`src/rtl/dct_pkg.sv`:
```
package dct_pkg;
  typedef enum logic [3:0] {
    CMD_NOP = 4'd0,
    CMD_ACT = 4'd1,
    CMD_RD  = 4'd2,
    CMD_WR  = 4'd3,
    CMD_PRE = 4'd4,
    CMD_REF = 4'd5,
    CMD_BST = 4'd6,
    CMD_MRS = 4'd7,
    CMD_SRE = 4'd8,
    CMD_SRX = 4'd9
  } dct_cmd_e;
endpackage

```
`src/rtl/dct_decode.sv`:
```
module dct_decode
  import dct_pkg::*;
(
  input  logic     cs_n,
  input  logic     ras_n,
  input  logic     cas_n,
  input  logic     we_n,
  output dct_cmd_e cmd
);
  always_comb begin
    cmd = CMD_NOP;
    if (!cs_n) begin
      unique case ({ras_n, cas_n, we_n})
        3'b011:  cmd = CMD_ACT;
        3'b101:  cmd = CMD_RD;
        3'b100:  cmd = CMD_WR;
        3'b010:  cmd = CMD_PRE;
        3'b001:  cmd = CMD_REF;
        3'b110:  cmd = CMD_BST;
        3'b000:  cmd = CMD_MRS;
        default: cmd = CMD_NOP;
      endcase
    end
  end
endmodule

```
`src/rtl/dct_bank.sv`:
```
module dct_bank #(
  parameter int ROW_W = 13
) (
  input  logic             clk,
  input  logic             rst,
  input  logic             open_en,
  input  logic             close_en,
  input  logic [ROW_W-1:0] row_in,
  output logic             open_q,
  output logic [ROW_W-1:0] row_q
);
  always_ff @(posedge clk) begin
    if (rst) begin
      open_q <= 1'b0;
      row_q  <= '0;
    end else if (open_en) begin
      open_q <= 1'b1;
      row_q  <= row_in;
    end else if (close_en) begin
      open_q <= 1'b0;
      row_q  <= '0;
    end
  end

  assert_open_latches_row_R2: assert property (@(posedge clk) disable iff (rst)
    open_en |=> (open_q && row_q == $past(row_in)));

  assert_close_clears_R4: assert property (@(posedge clk) disable iff (rst)
    (close_en && !open_en) |=> (!open_q && row_q == '0));
endmodule

```
`src/rtl/dram_cmd_tracker.sv`:
```
module dram_cmd_tracker
  import dct_pkg::*;
#(
  parameter int NUM_BANKS = 4,
  parameter int ROW_W     = 13,
  parameter int AP_BIT    = 10
) (
  input  logic                       clk,
  input  logic                       rst,
  input  logic                       cke,
  input  logic                       cs_n,
  input  logic                       ras_n,
  input  logic                       cas_n,
  input  logic                       we_n,
  input  logic [$clog2(NUM_BANKS)-1:0] ba,
  input  logic [ROW_W-1:0]           addr,
  output logic [3:0]                 cmd_o,
  output logic [$clog2(NUM_BANKS)-1:0] cmd_bank_o,
  output logic                       err_o,
  output logic                       sr_o,
  output logic [NUM_BANKS-1:0]       bank_open_o,
  output logic [NUM_BANKS*ROW_W-1:0] open_row_o,
  output logic [2:0]                 burst_len_o,
  output logic                       burst_ilv_o,
  output logic [2:0]                 cas_lat_o
);
  localparam int BA_W = $clog2(NUM_BANKS);

  dct_cmd_e             dec;
  dct_cmd_e             cmd_d;
  logic [NUM_BANKS-1:0] bank_open;
  logic [NUM_BANKS-1:0] open_en;
  logic [NUM_BANKS-1:0] close_en;
  logic                 sr_q;
  logic                 live;
  logic                 any_open;
  logic                 cur_open;
  logic                 err_d;
  logic                 sr_enter;

  dct_decode u_decode (
    .cs_n (cs_n),
    .ras_n(ras_n),
    .cas_n(cas_n),
    .we_n (we_n),
    .cmd  (dec)
  );

  always_comb begin
    live     = !sr_q;
    any_open = |bank_open;
    cur_open = bank_open[ba];
    err_d    = live && ((((dec == CMD_RD) || (dec == CMD_WR)) && !cur_open) ||
                        ((dec == CMD_ACT) && cur_open) ||
                        ((dec == CMD_REF) && any_open));
    sr_enter = live && (dec == CMD_REF) && !any_open && !cke;
    if (sr_q)          cmd_d = cke ? CMD_SRX : CMD_NOP;
    else if (sr_enter) cmd_d = CMD_SRE;
    else               cmd_d = dec;
  end

  for (genvar b = 0; b < NUM_BANKS; b++) begin : g_bank
    logic [ROW_W-1:0] row_q;
    assign open_en[b]  = live && (dec == CMD_ACT) && (ba == BA_W'(b)) && !bank_open[b];
    assign close_en[b] = live && (dec == CMD_PRE) && (addr[AP_BIT] || (ba == BA_W'(b)));
    dct_bank #(.ROW_W(ROW_W)) u_bank (
      .clk     (clk),
      .rst     (rst),
      .open_en (open_en[b]),
      .close_en(close_en[b]),
      .row_in  (addr),
      .open_q  (bank_open[b]),
      .row_q   (row_q)
    );
    assign open_row_o[b*ROW_W +: ROW_W] = row_q;
  end

  always_ff @(posedge clk) begin
    if (rst) begin
      cmd_o       <= CMD_NOP;
      cmd_bank_o  <= '0;
      err_o       <= 1'b0;
      sr_q        <= 1'b0;
      burst_len_o <= '0;
      burst_ilv_o <= 1'b0;
      cas_lat_o   <= '0;
    end else begin
      cmd_o      <= cmd_d;
      cmd_bank_o <= ba;
      err_o      <= err_d;
      if (sr_enter)        sr_q <= 1'b1;
      else if (sr_q && cke) sr_q <= 1'b0;
      if (live && (dec == CMD_MRS) && (ba == '0)) begin
        burst_len_o <= addr[2:0];
        burst_ilv_o <= addr[3];
        cas_lat_o   <= addr[6:4];
      end
    end
  end

  assign sr_o        = sr_q;
  assign bank_open_o = bank_open;

  assert_sr_all_idle_R7: assert property (@(posedge clk) disable iff (rst)
    sr_q |-> (bank_open == '0));

  assert_sr_freeze_R7: assert property (@(posedge clk) disable iff (rst)
    (sr_q && !cke) |=> (sr_q && $stable(bank_open) && cmd_o == CMD_NOP));

  assert_ref_busy_err_R6: assert property (@(posedge clk) disable iff (rst)
    (!sr_q && dec == CMD_REF && (|bank_open)) |=> (err_o && !sr_q && $stable(bank_open)));

  assert_access_idle_err_R5: assert property (@(posedge clk) disable iff (rst)
    (!sr_q && (dec == CMD_RD || dec == CMD_WR) && !bank_open[ba]) |=> (err_o && $stable(bank_open)));
endmodule

```
`config.mk`:
```
export PLATFORM = sky130hd
export DESIGN_NAME = dram_cmd_tracker
export DESIGN_NICKNAME = d
export VERILOG_FILES = /design/src/rtl/dct_pkg.sv /design/src/rtl/dct_decode.sv /design/src/rtl/dct_bank.sv /design/src/rtl/dram_cmd_tracker.sv
export SDC_FILE = /design/constraint.sdc
export NUM_CORES = 1
export LEC_CHECK = 0
export ABC_CLOCK_PERIOD_IN_PS = 1720
export BUFFER_PORTS_ARGS = -buffer_cell sky130_fd_sc_hd__buf_2
export CAP_MARGIN = 40
export CORE_UTILIZATION = 45
export CTS_BUF_LIST = sky130_fd_sc_hd__clkbuf_16
export CTS_CLUSTER_SIZE = 28
export DETAILED_ROUTE_END_ITERATION = 10
export PLACE_DENSITY = 0.76
export SYNTH_ARGS = -nofsm -noshare
export SYNTH_HDL_FRONTEND = slang
export SYNTH_SLANG_ARGS = --single-unit
```
`constraint.sdc`:
```
create_clock -name clk -period 1.72 [get_ports clk]
set_clock_uncertainty 0.05 [all_clocks]
set_input_delay 0.086 -clock clk [delete_from_list [all_inputs] [get_ports clk]]
set_output_delay 0.086 -clock clk [all_outputs]
set_load 0.01 [all_outputs]
```
# Yosys cells after proc, flatten, opt, wreduce, memory -nomap -nowiden
# Index checks and enable logic that the tools add are counted.
# totals
register_bits	71
latchBits	0
ram_bits	0
romBits	0
input_bits	22
output_inout_bits	71
wordCells	103
memories	0
# op_classes
n_addsub	0
n_mul	0
div_mod_pow	0
order_cmp	1
n_eq_ne	15
shifts	0
muxes	25
n_bitwise	0
n_reduce_logical	47
# op_table
operator	count
2-to-1 mux 13 bit	8
logical AND 1 bit	24
case mux 3 bit (7 select lines)	1
2-to-1 mux 4 bit	4
== test 4 x 3 -> 1 bit, second input constant	3
2-to-1 mux 1 bit	11
nonzero test 2 bit	5
== test 3 bit, second input constant	3
== test 4 x 2 -> 1 bit, second input constant	2
zero test 1 bit	8
logical OR 1 bit	7
== test 3 x 2 -> 1 bit, second input constant	2
== test 2 bit, second input constant	2
== test 4 x 1 -> 1 bit, second input constant	1
OR reduction 4 bit	1
== test 3 x 1 -> 1 bit, second input constant	1
zero test 3 bit	1
less-than comparator 2 x 3 -> 1 bit, second input constant	1
binary-select mux 1 bit (select 2 bit)	1
== test 2 x 1 -> 1 bit, second input constant	1
zero test 2 bit	1

# Depth between registers and ports, before layout
# Gate-level depths: netlist of run 1.
# depth
word_depth	9
mapped_depth	7
mapped_depth_nobuf	4

# Modules after synthesis
# Synthesis of run 1 repeated with hierarchy kept, for this count alone.
# unflattened
hier_cells	342
area_unflattened_um2	3324.4
# by_module_without_submodules
mod	instances	cells_each	area_per_inst_um2	seq_area_each_um2
dct_bank	4	62	629.4	280.3
dram_cmd_tracker	1	85	744.5	300.3
dct_decode	1	9	62.6	0.0

# Least setup slack after synthesis of run 1
# Ideal clock, no wire load.
# synth_path
path_kind	reg2reg
from	register g_bank[3].u_bank.open_q
to	register cmd_o[3]
setup_ns	0.070
t_arrival_ns	1.739
t_required_ns	1.600
path_slack_ns	-0.139
path_stages_with_launch	5
path_buffers	0
synth_period_minus_slack_ns	1.859
cell_sequence	dfxtp_1 or4_4 or4_1 or3_1 a21oi_1
# synth_via
elab_chain_len	6
# synth_rtl
element	line_no	text
from (decl)	dct_bank.sv:9	output logic open_q,
from (signal assigned)	dct_bank.sv:14	open_q <= 1'b0;
from (signal assigned)	dct_bank.sv:17	open_q <= 1'b1;
from (signal assigned)	dct_bank.sv:20	open_q <= 1'b0;
OR reduction 4 bit	dram_cmd_tracker.sv:51	any_open = |bank_open;
zero test 1 bit	dram_cmd_tracker.sv:56	sr_enter = live && (dec == CMD_REF) && !any_open && !cke;
logical AND 1 bit (2 in a row)	dram_cmd_tracker.sv:56	
2-to-1 mux 4 bit	dram_cmd_tracker.sv:58	else if (sr_enter) cmd_d = CMD_SRE;
2-to-1 mux 4 bit	dram_cmd_tracker.sv:57	if (sr_q) cmd_d = cke ? CMD_SRX : CMD_NOP;
to (signal assigned)	dram_cmd_tracker.sv:88	cmd_o <= cmd_d;
to (decl)	dram_cmd_tracker.sv:17	output logic [3:0] cmd_o,
# No other way between the ends.
# A chain may end at the register's enable or synchronous reset.

# Worst setup path in the final report of run 1
# Same ends and word-level chain as after synthesis.

==> impl.org, run 1 <==
** Clock network
- The tree is rooted in a clkbuf_16.
- Clock latency at the later pin of the worst-skew pair :: around 0.33 ns
- For this design, the sink count on the clock tree is 71.
- The longest clock path from root to sink contains 2 buffers.
- TritonCTS built the clock tree.
- H-tree levels :: 3
- Clock slew seen by the registers of the worst setup and hold paths :: roughly 0.06 ns
- Clock buffer count from CTS :: 9

** STA
- Worst-Margin Slew :: around 0.4 ns
- The smallest clock period supported by the final layout is computed as 1.82 ns.
- The max-slew violation total from the final report was 0.
- Fmax :: 549 MHz
- Final hold violation count :: 0
- Setup repair after global routing could not meet its margin everywhere.
- Final setup fails :: 1
- Of the available clock period, the critical path in the final layout requires 1.06.
- Measured against its own limit, the worst slew margin works out to 0.734.
- Least setup slack across all paths after layout :: -0.100 ns

** Setup path
- The most numerous cell type found on the critical path is or4_4.
- The worst setup path is captured at a register.
- Critical path start-end classification :: register to register
- Cells along the critical path :: or4_4, or4_4, or3_1, a21oi_1
- For this design, the slowest cell found on the critical path is or4_4.
- In this design, the stage delay of the slowest critical-path cell is approximately 0.53 ns.
- Data on the critical path is required at its endpoint by 1.93 ns.
- Kind of start point of the critical path :: register
- CP arrival :: about 2.0 ns
- Of all nets on the critical path, the largest fanout is 2.

** Drt
- Vias :: about 2,600
- Vias per cell :: approximately 5.5
- Length of the first detailed-routing pass in iterations :: 4
- After detailed routing, the number of remaining DRC violations is 0.
- The detailed router finished its first iteration with 226 violations.
- Drt wl/cell :: 16.1 um
- The count of nets left with antenna violations once routing finished came out at 0.
- The final layout contains routed wiring with a total length of around 7600 um.

** Placed design
- Routability-driven placement finished with a final weighted congestion of approximately 0.84.
- The wire-length estimate of the detail-placed layout is about 5000 um.
- Port buffering added 92 buffers.
- In this run the cell area measured after placement is between 3000 and 4000 um2.
- At the placement stage, the worst setup path has a slack of -0.0939 ns.

** Synthesis
- Synthesized net count :: 306
- Unique cell type count in the Yosys netlist :: 34
- Flip-flop and latch count after synthesis :: just over 70
- The share of the Yosys chip area taken by registers is 0.521.
- In the synthesized netlist, the number of instances is approximately 280.
- Summing every instance area after synthesis gives 2730 um2.
- Number of warnings issued by yosys :: 0
- Avg Inst Size Synth :: 9.61 um2

** Layout
- Multi-input gate area in the final layout :: roughly 1200 um2
- Syn-to-layout area delta :: 37.9%
- The net count of the finished layout is around 420.
- The sequential cells in the finished layout cover a total of around 1400 um2.
- Ratio of cells with drive above 1 in the final layout :: 0.378
- After routing the design area is between 3000 and 4000 um2.
- # diodes :: 0
- The library cell used most frequently in the layout, excluding fill and tap cells, is buf_2.
- After filler insertion, the fill cell instance count of the layout stands at 479.
- In the layout the commonest cells are 93 x buf_2, 69 x dfxtp_1, 67 x nor2_1, 48 x a22oi_1, 22 x buf_4.

** GRT
- Pin count of the biggest net entering global routing :: 66
- Initial antenna violation count :: 0
- The first global-routing pass estimated between 10,000 and 15,000 um of wire.
- The total overflow left after global routing is 0.
- The via count of the first global-routing pass was between 2,000 and 2,500.
- For this run, the total global-route usage over all layers was measured as 0.247.

** Pwr
- Clock power frac :: 0.482
- VDD sags by at most between 1 and 1.5 mV.
- Overall power after layout :: between 3 and 4 mW
- Sequential power share :: 0.450
- Switching Power :: roughly 0.84 mW
- Internal power comes to roughly 2.9 mW.
- Cell Pwr Density :: ~990 nW/um2
- The share of total power dissipated in combinational logic is 0.067.
- Of the total power, the share spent switching nets is 0.226.
- Leakage power summed over all cells :: 1.73 nW

** Floorplan
- Starting density of the core :: 0.481
- I/O pin cnt :: 93
- From bottom edge to top edge, the die measures between 70 and 80 um.
- The floorplan has 27 rows.
- The floorplan step defined a die boundary enclosing 6380 um2.
- Die X :: between 70 and 80 um
- The core region is 5680 um2.

** Run status
- The run finished, with violations left.
- The checks that failed: negative setup slack.

** Flow run
- Max Cap Violations :: 0

** Min path
- Worst Hold Class :: primary input to register
==> through the flow <==
stage               setup TNS [ns]  hold slack, ns  std cells  utilization
global placement           -0.0933           0.264        448        0.591
finish                      -0.100         0.00485        472        0.663
global route                -0.162          0.0106        472        0.663
floorplan                   -0.139           0.101        284            -
CTS                         -0.103         0.00149        467        0.647
detailed placement         -0.0939           0.265        448        0.591
==> layout make-up <==
| class | count | share of cell area |
|---|---|---|
| inverter | 3 | 0.00299 |
| clock inverter | 7 | 0.0170 |
| multi-input combinational | 185 | 0.319 |
| clock buffer | 9 | 0.0599 |
| tap | 72 | 0.0239 |
| timing repair buffer | 125 | 0.199 |
| sequential | 71 | 0.378 |
==> synth_stat cells <==
cell	instances	area share
o21ai_0	1	0.0018
a211oi_1	2	0.0055
buf_2	6	0.011
mux2i_1	8	0.029
a21boi_1	1	0.0028
and2_1	1	0.0023
clkbuf_1	13	0.018
a21oi_1	11	0.020
nand2b_2	1	0.0032
and3_1	2	0.0046
or4_1	1	0.0028
or4_4	1	0.0041
mux4_1	1	0.0096
dfxtp_1	71	0.52
nor3b_1	1	0.0028
o31ai_1	2	0.0055
nand2_1	10	0.014
or3_1	3	0.0069
nor2_1	67	0.092
buf_4	4	0.011
inv_1	3	0.0041
or4b_4	1	0.0050
clkbuf_8	2	0.010
nor2b_1	5	0.011
o211ai_1	7	0.019
o221ai_1	1	0.0032
o311a_2	1	0.0041
o21bai_1	1	0.0028
nor4b_1	1	0.0032
a22oi_1	49	0.13
o21ai_1	1	0.0018
nor4b_4	3	0.026
maj3_1	1	0.0037
nand4_1	1	0.0023
==> worst max-delay path: cells and delay by family (launching register included) <==
kind | cells | cell delay, ns
and+or+nand+nor | 3 | 1.27
DFF | 1 | 0.32
AOI/OAI and AO/OA | 1 | 0.12
==> power groups by stage <==
| stage | combinational, mW | sequential (mW) | clock (mW) |
|---|---|---|---|
| after global routing | 0.270 | 1.67 | 1.88 |
| after global placement | 0.222 | 1.70 | 0 |
| final | 0.249 | 1.67 | 1.79 |
| after floorplan | 0.114 | 1.72 | 0 |
| after CTS | 0.233 | 1.67 | 1.81 |
| after detailed placement | 0.225 | 1.71 | 0 |
==> logic make-up after synthesis <==
family                   Yosys count  share of synthesized area
flip-flops                        71                      0.521
AND/OR/NAND/NOR                   98                      0.181
multiplexers                       9                     0.0390
AO/OA/AOI/OAI                     77                      0.202
buffers and inverters             28                     0.0541
adder cells (fa/ha/maj)            1                    0.00367
==> registers in the layout (all words and copies together) (netlist names) <==
signal,count
g_bank.u_bank.row_q,52
sr_o,1
g_bank.u_bank.open_q,4
cas_lat_o,3
cmd_o,4
err_o,1
cmd_bank_o,2
burst_ilv_o,1
burst_len_o,3
==> metal layers <==
metal / routed length, um / vias up / global-route usage
li1: - / 1234 / -
met1: 3270 / 1250 / 0.325
met2: 3660 / 101 / 0.391
met3: 587 / 8 / 0.0720
met4: 76 / 0 / 0.0696
met5: 0 / - / 0
==> path summary, 6_finish.rpt <==
check                              from                          to  slack, ns  cells after the start
max             g_bank[3].u_bank.open_q                    cmd_o[3]      -0.10                      4
min                             addr[7]   g_bank[0].u_bank.row_q[7]      0.005                      3
max reg2reg     g_bank[3].u_bank.open_q                    cmd_o[3]      -0.10                      4
min reg2reg  g_bank[1].u_bank.row_q[10]  g_bank[1].u_bank.row_q[10]       0.43                      2
==> repair_timing <==
action | in CTS | in global routing
endpoints found under the setup margin | 1 | 45
cloned | 0 | 2
endpoints found under the hold margin | 5 | 0
gates resized for setup | 1 | 13
hold buffers | 3 | 0
pin swaps | 1 | 3
buffers inserted | 0 | 3
Power figures use the tool's default switching activity.
==> run 2: changes to the inputs <==
--- a/config.mk
+++ b/config.mk
@@ -8,11 +8,14 @@
 export ABC_CLOCK_PERIOD_IN_PS = 1720
 export BUFFER_PORTS_ARGS = -buffer_cell sky130_fd_sc_hd__buf_2
 export CAP_MARGIN = 40
-export CORE_UTILIZATION = 45
+export CELL_PAD_IN_SITES_DETAIL_PLACEMENT = 1
+export CELL_PAD_IN_SITES_GLOBAL_PLACEMENT = 2
+export CORE_UTILIZATION = 26
 export CTS_BUF_LIST = sky130_fd_sc_hd__clkbuf_16
+export CTS_CLUSTER_DIAMETER = 150
 export CTS_CLUSTER_SIZE = 28
 export DETAILED_ROUTE_END_ITERATION = 10
-export PLACE_DENSITY = 0.76
+export PLACE_DENSITY_LB_ADDON = 0.1
 export SYNTH_ARGS = -nofsm -noshare
 export SYNTH_HDL_FRONTEND = slang
 export SYNTH_SLANG_ARGS = --single-unit
==> run 2 against run 1 <==
The flow still finishes with violations (negative setup slack); die area up 71%; non-clock buffer count down 1; worst hold slack better by 0.017 ns; total power up 2.2%; combinational power up 4%; highest routed layer unchanged; via count down 1.7%; flip-flop and latch count unchanged; critical path type unchanged; clock-buffer cell count unchanged.
==> impl.org, run 2 (same netlist as run 1, synthesis figures left out) <==
** GRT
- Number of global-route vias before repair :: around 2,600
- In the global route stage, overall resource usage came out at 0.167.
- The first global-routing pass estimated 14,000 um of wire.
- For this run the aggregate overflow at the end of global routing stands at 0.
- Initial antenna violation count :: 0
- Entering global routing, the biggest net connects between 60 and 70 pins.

** Setup path
- Critical path capture point type :: register
- Cells along the critical path :: or4_4, or4_4, or3_1, a21oi_2
- Depth of the most critical reg-to-reg path :: 4
- Reg2Reg Launch Point :: g_bank[3].u_bank.open_q
- The setup check on the worst reg-to-reg path leaves a slack of -0.11 ns.
- Reg2reg end :: cmd_o[3]
- The setup path with the least slack is of type register to register.
- At the worst endpoint, the required time is slightly below 2 ns.
- Worst stage delay on the critical path :: around 0.53 ns
- Highest net fanout along the worst path :: 2
- Critical Path Most Common Cell :: or4_4
- STA classifies the critical path startpoint as a register.
- For the worst setup path, the data arrival time is 2.04 ns.
- Slowest-stage cell, CP :: or4_4

** Clock network
- The tree is rooted in a clkbuf_16.
- Max Root-Sink Buffers :: 2
- Clk sink count :: slightly above 70
- The clock reaches the later pin of the worst-skew pair after 0.33 ns.
- CTS tree :: yes
- The H-tree was split into 3 levels.
- Clock buffer count from CTS :: 9
- Clock-pin slew was measured on the worst setup and hold paths at ~0.060 ns.

** Floorplan
- The floorplan step set the die height to ~100 um.
- 93 I/O pins were placed.
- Number of standard-cell rows in the floorplan :: 37
- Die X :: 104 um
- Placeable core area :: around 10,000 um2
- Starting density of the core :: 0.267
- The die covers 10,900 um2.

** Run status
- Failing checks :: negative setup slack
- The flow ran to the end, but the final reports show violations.

** STA
- In the finished design, the share of the clock period the worst path needs comes to 1.06.
- Rel. slew slack :: 0.724
- Worst-Margin Slew :: between 0.4 and 0.5 ns
- Final setup fails :: 18
- Fmax :: roughly 550 MHz
- Final hold violation count :: 0
- Post-layout min period :: roughly 1.8 ns
- The max-slew violation total from the final report came to 0.
- In the post-route analysis, the smallest setup slack over all paths is -0.108 ns.
- Setup TNS Final :: -0.685 ns
- RSZ-0062 raised after global routing :: true

** Drt
- The detailed router finished its first iteration with 70 violations.
- Wire length on met2 :: 4330 um
- Length of the first detailed-routing pass in iterations :: 4
- Uppermost metal layer occupied by signal nets :: met4
- In the routed design, unresolved DRC markers number 0.
- For this block, the routed nets add up to 8940 um of wire.
- In the routed layout, each cell is associated on average with a via count of about 4.8.
- Wire segments on met3 add up to around 560 um in the final route.
- Routed met1 length :: approximately 4000 um
- The detail route stage leaves a number of antenna-violating nets equal to 0.
- Drt wl/cell :: around 17 um
- Vias :: around 2,500

** Layout
- 0 antenna diodes ended up in the layout.
- Fillers :: ~1,200
- Commonest non-fill, non-tap cell in the layout :: buf_2
- Syn-to-layout area delta :: 43.5%
- In the final layout, flip-flops and latches occupy between 1000 and 1500 um2.
- Most flops, register :: g_bank.u_bank.row_q
- Registers with the most flip-flops :: g_bank.u_bank.row_q x52, cmd_o x4, g_bank.u_bank.open_q x4
- The register with the most flip-flops in the layout has 52 of them.
- Summing all multi-input logic gate instances after layout gives roughly 1300 um2.
- In the final layout, the share of cells above drive strength 1 is 0.416.
- The final layout contains approximately 420 nets.
- After routing the design area is a little under 4000 um2.
- In the layout the commonest cells are 92 x buf_2, 69 x dfxtp_1, 67 x nor2_1, 34 x a22oi_1, 21 x buf_4.

** Min path
- The min-delay analysis places its worst path in the category primary input to register.
- The worst hold path terminates at g_bank[3].u_bank.row_q[4].
- Along the worst hold path, the cell count comes to 3.
- Startpoint of the lowest-slack hold path :: addr[4]

** Placed design
- The congestion estimate from routability-driven global placement came to around 0.7.
- Port buffering added 92 buffers.
- Placement Cell Area :: 3440 um2
- Final HPWL from detailed placement :: 6150 um

** Pwr
- IR drop worst, VDD :: between 0.4 and 0.5 mV
- Leakage power summed over all cells :: 1.73 nW
- Cell Pwr Density :: between 900 and 1000 nW/um2

** Flow run
- Across the run, the number of max-cap violations was 0.
[run 2: changes by cell type in the layout (fill, tap and decap cells not counted), moves of 2 or more]
cell | before | now
a22oi_1 | 48 | 34
a22oi_2 | 1 | 15
clkinv_2 | 2 | 0
inv_6 | 0 | 2
nand2_1 | 10 | 8
nand2_2 | 0 | 2
[run 2: metrics by stage]
step	util	hold slack (ns)	instances	setup slack, ns	total power [mW]
3_5_place_dp	0.337	0.275	512	-0.111	1.95
6_report	0.383	0.0216	535	-0.108	3.79
3_3_place_gp	0.337	0.278	512	-0.0807	1.95
5_1_grt	0.383	0.0279	535	-0.160	3.96
4_1_cts	0.370	0.00702	530	-0.104	3.84
2_1_floorplan	-	0.101	284	-0.114	1.83
[run 2: area by class of cell]
class                           count  share of cell area
Tap cell                          136              0.0435
Sequential cell                    71               0.364
Inverter                            3             0.00288
Clock buffer                        9              0.0575
Clock inverter                      7              0.0182
Multi-Input combinational cell    185               0.321
Timing Repair Buffer              124               0.193
[run 2: worst max path at each step]
stage                                  from        to
floorplan           g_bank[3].u_bank.open_q  cmd_o[3]
detailed placement  g_bank[3].u_bank.open_q  cmd_o[3]
finish              g_bank[3].u_bank.open_q  cmd_o[3]
global route        g_bank[3].u_bank.open_q  cmd_o[3]
global placement    g_bank[3].u_bank.open_q  cmd_o[3]
CTS                 g_bank[3].u_bank.open_q  cmd_o[3]
[run 2: metal layers]
metal / up-vias / global-route usage
li1: 1234 / -
met1: 1246 / 0.197
met3: 5 / 0.0608
met4: 0 / 0.0490
met2: 63 / 0.283
met5: - / 0
[run 2: repair_timing]
item / in CTS / in global routing
endpoints found under the setup margin: 21 / 34
gates cloned: 0 / 1
hold buffers: 2 / 0
gates resized for setup: 6 / 23
endpoints found under the hold margin: 4 / 0
setup buffers: 0 / 4
pin swaps: 3 / 11
[run 2: worst max-delay path: cells and delay by family (launching register included)]
| family | cells | cell delay, ns |
|---|---|---|
| AOI/OAI and AO/OA | 1 | 0.11 |
| and+or+nand+nor | 3 | 1.29 |
| DFF | 1 | 0.32 |
[run 2: report_power, final]
| part | switching (mW) | internal (mW) |
|---|---|---|
| combinational | 0.159 | 0.0994 |
| sequential | 0.00757 | 1.66 |
| clock | 0.736 | 1.13 |
| total | 0.903 | 2.89 |
==> run 3: changes to the inputs <==
--- a/config.mk
+++ b/config.mk
@@ -7,14 +7,14 @@
 export LEC_CHECK = 0
 export ABC_CLOCK_PERIOD_IN_PS = 1720
 export BUFFER_PORTS_ARGS = -buffer_cell sky130_fd_sc_hd__buf_2
-export CAP_MARGIN = 40
+export CAP_MARGIN = 20
 export CELL_PAD_IN_SITES_DETAIL_PLACEMENT = 1
 export CELL_PAD_IN_SITES_GLOBAL_PLACEMENT = 2
 export CORE_UTILIZATION = 26
-export CTS_BUF_LIST = sky130_fd_sc_hd__clkbuf_16
 export CTS_CLUSTER_DIAMETER = 150
 export CTS_CLUSTER_SIZE = 28
 export DETAILED_ROUTE_END_ITERATION = 10
+export GPL_ROUTABILITY_DRIVEN = 0
 export PLACE_DENSITY_LB_ADDON = 0.1
 export SYNTH_ARGS = -nofsm -noshare
 export SYNTH_HDL_FRONTEND = slang
==> run 3 against run 2 <==
Register-to-register slack hardly changed; total power down 10%; utilization is 0.37 points higher; worst setup slack worse by 0.0038 ns; clock power is 22% lower; die area unchanged; global-route usage is 0.23 points higher; wire length up 1.3%; combinational power increased by 5%; the run still ends with negative setup slack left.
==> impl.org, run 3 (same netlist as run 1, synthesis figures left out) <==
** Setup path
- Setup slack on the worst reg-to-reg path comes out at -0.11 ns.
- Reg2Reg Launch Point :: g_bank[3].u_bank.open_q
- Along the worst path, the maximum fanout reaches 2.
- Critical path data required time :: between 1.5 and 2 ns
- In this run the critical register-to-register path is captured at cmd_o[3].
- Depth of the most critical reg-to-reg path :: 4
- Kind of start point of the critical path :: register
- The critical path in this run is classified as register to register.
- CP arrival :: 2.07 ns
- STA classifies the critical path endpoint as a register.

** Placed design
- Number of port buffers :: 92
- Final HPWL from detailed placement :: 6150 um

** GRT
- Global-route wire length before repair :: about 14,000 um
- Entering global routing, the biggest net connects 69 pins.
- Total global routing overflow :: 0
- The number of antenna violations at the first check in global routing came to 0.
- The via count of the first global-routing pass was approximately 2,700.
- Across every metal layer, demand over resource in global routing totals 0.170.

** Flow run
- Max Cap Violations :: 0

** Layout
- Final core area utilization :: 0.386
- Most used cells in the layout excluding fill and tap cells :: 92 x buf_2, 69 x dfxtp_1, 67 x nor2_1, 25 x a22oi_1, 24 x a22oi_2
- Leaving out fill and tap cells, the most frequent cell in the layout is buf_2.
- The register with the most flip-flops in the layout has 52 of them.
- In the final design database the tool counted 422 nets.
- Syn-to-layout area delta :: 44.9%
- Of the cells placed in the final design, the portion with a size suffix greater than 1 is 0.432.
- # diodes :: 0
- Registers with the most flip-flops :: g_bank.u_bank.row_q x52, cmd_o x4, g_bank.u_bank.open_q x4
- Most flops, register :: g_bank.u_bank.row_q

** Drt
- Drt wl/cell :: approximately 17 um
- The routed layout has about 2,600 vias.
- Detail Route Antenna Nets :: 0
- Vias per cell :: about 4.7
- Total wirelength of the detailed-routed design :: roughly 9000 um
- After detailed routing, the number of remaining DRC violations is 0.
- For this block, the initial DRC count from the detailed router was 74.
- The first detailed-routing pass took 4 iterations.

** STA
- Based on the critical path, the design can be clocked at up to 546 MHz.
- Number of max-slew violations in the final report :: 0
- Setup TNS Final :: -0.250 ns
- Setup violations remaining at the end of the flow were counted as 12.
- Rel. slew slack :: 0.721
- Dividing the final minimum period by the clock period gives 1.06.
- Worst-Margin Slew :: 0.417 ns
- Setup repair after global routing could not meet its margin everywhere.
- Final hold violation count :: 0
- Least setup slack across all paths after layout :: -0.111 ns
- Post-layout min period :: ~1.8 ns

** Pwr
- Overall power after layout :: about 3.4 mW
- IR analysis of the VDD net gives a maximum drop of roughly 0.30 mV.
- Cell Pwr Density :: 860 nW/um2
- For this design the static power due to leakage is about 1.7 nW.

** Floorplan
- I/O pin cnt :: 93
- Die X :: around 100 um
- Die area :: around 11,000 um2
- Number of standard-cell rows in the floorplan :: 37
- The core region is roughly 10,000 um2.
- For this configuration, the core starts out at a cell density of 0.267.
- Chip Height :: ~100 um

** Min path
- Number of stages on the worst hold path :: 3
- Min-Delay Endpoint :: g_bank[1].u_bank.row_q[0]
- The startpoint identified for the worst hold timing path is addr[0].
- The min-delay analysis places its worst path in the category primary input to register.

** Run status
- Failing checks :: negative setup slack
- Outcome :: complete, but fails checks

** Clock network
- The later pin in the worst-skew pair is clocked with a latency of between 0.3 and 0.4 ns.
- Counting along the longest clock path gives a buffer depth of 2.
- TritonCTS created 9 clock buffers.
- CTS tree :: yes
- Clock slew seen by the registers of the worst setup and hold paths :: approximately 0.080 ns
- H-tree levels :: 3
- Clock root buffer :: clkbuf_8
- CTS saw approximately 70 sinks.
==> run 3: cell types whose count changed in the layout (fill, tap and decap cells not counted), sizes merged <==
cell,before,now
dlygate4sd3,2,11
buf,122,119
clkbuf,9,11
clkinv,3,1
==> run 3: layer usage <==
metal  routed length (um)  share of wire  vias to the layer above  GRT usage
li1                     -              -                     1243          -
met1                 3990           0.44                     1248      0.197
met2                 4420           0.49                       60      0.290
met3                  554          0.061                        7     0.0558
met4                   87         0.0096                        0     0.0582
met5                    0              0                        -          0
==> run 3: worst max-delay path: stages (launching register included) <==
cell and delay, ns:
dfxtp_2 0.33, or4_4 0.53, or4_4 0.42, or3_1 0.33, a21oi_2 0.11
==> run 3: worst max path at each step <==
stage	end	slack, ns	cells past startpoint	from
after CTS	cmd_o[3]	-0.11	4	g_bank[3].u_bank.open_q
after detailed placement	cmd_o[3]	-0.11	4	g_bank[3].u_bank.open_q
after floorplan	cmd_o[3]	-0.11	4	g_bank[3].u_bank.open_q
after global placement	cmd_o[3]	-0.08	4	g_bank[3].u_bank.open_q
final	cmd_o[3]	-0.11	4	g_bank[3].u_bank.open_q
after global routing	cmd_o[3]	-0.17	4	g_bank[3].u_bank.open_q
==> run 3: repair_timing <==
| item | CTS | global route |
|---|---|---|
| endpoints found under the hold margin | 32 | 0 |
| pin swaps | 2 | 16 |
| setup endpoints to repair | 22 | 40 |
| cloned | 0 | 1 |
| setup buffers | 0 | 1 |
| hold buffers | 11 | 0 |
| gates resized for setup | 6 | 33 |
==> run 3: where the power goes <==
part           internal, mW  total (mW)  switching (mW)  leakage, nW
clock                 0.763        1.46           0.695        0.107
combinational         0.110       0.273           0.163         1.04
sequential             1.66        1.67         0.00788        0.574
==> run 3: layout make-up <==
| class | count | area [um2] |
|---|---|---|
| multi-input combinational | 185 | 1310 |
| tap | 136 | 170 |
| fill | 1200 | 6280 |
| timing repair buffer | 130 | 825 |
| sequential | 71 | 1420 |
| clock buffer | 11 | 151 |
| inverter | 3 | 11.3 |
| clock inverter | 5 | 63.8 |
==> run 3: through the flow <==
step / instance area, um2 / instances / hold slack (ns) / setup slack (ns)
after floorplan: 2740 / 284 / 0.101 / -0.114
after detailed placement: 3440 / 512 / 0.275 / -0.111
after CTS: 3790 / 539 / 0.0000337 / -0.109
after global routing: 3950 / 541 / 0.0270 / -0.166
final: 3950 / 541 / 0.0123 / -0.111
after global placement: 3440 / 512 / 0.278 / -0.0807
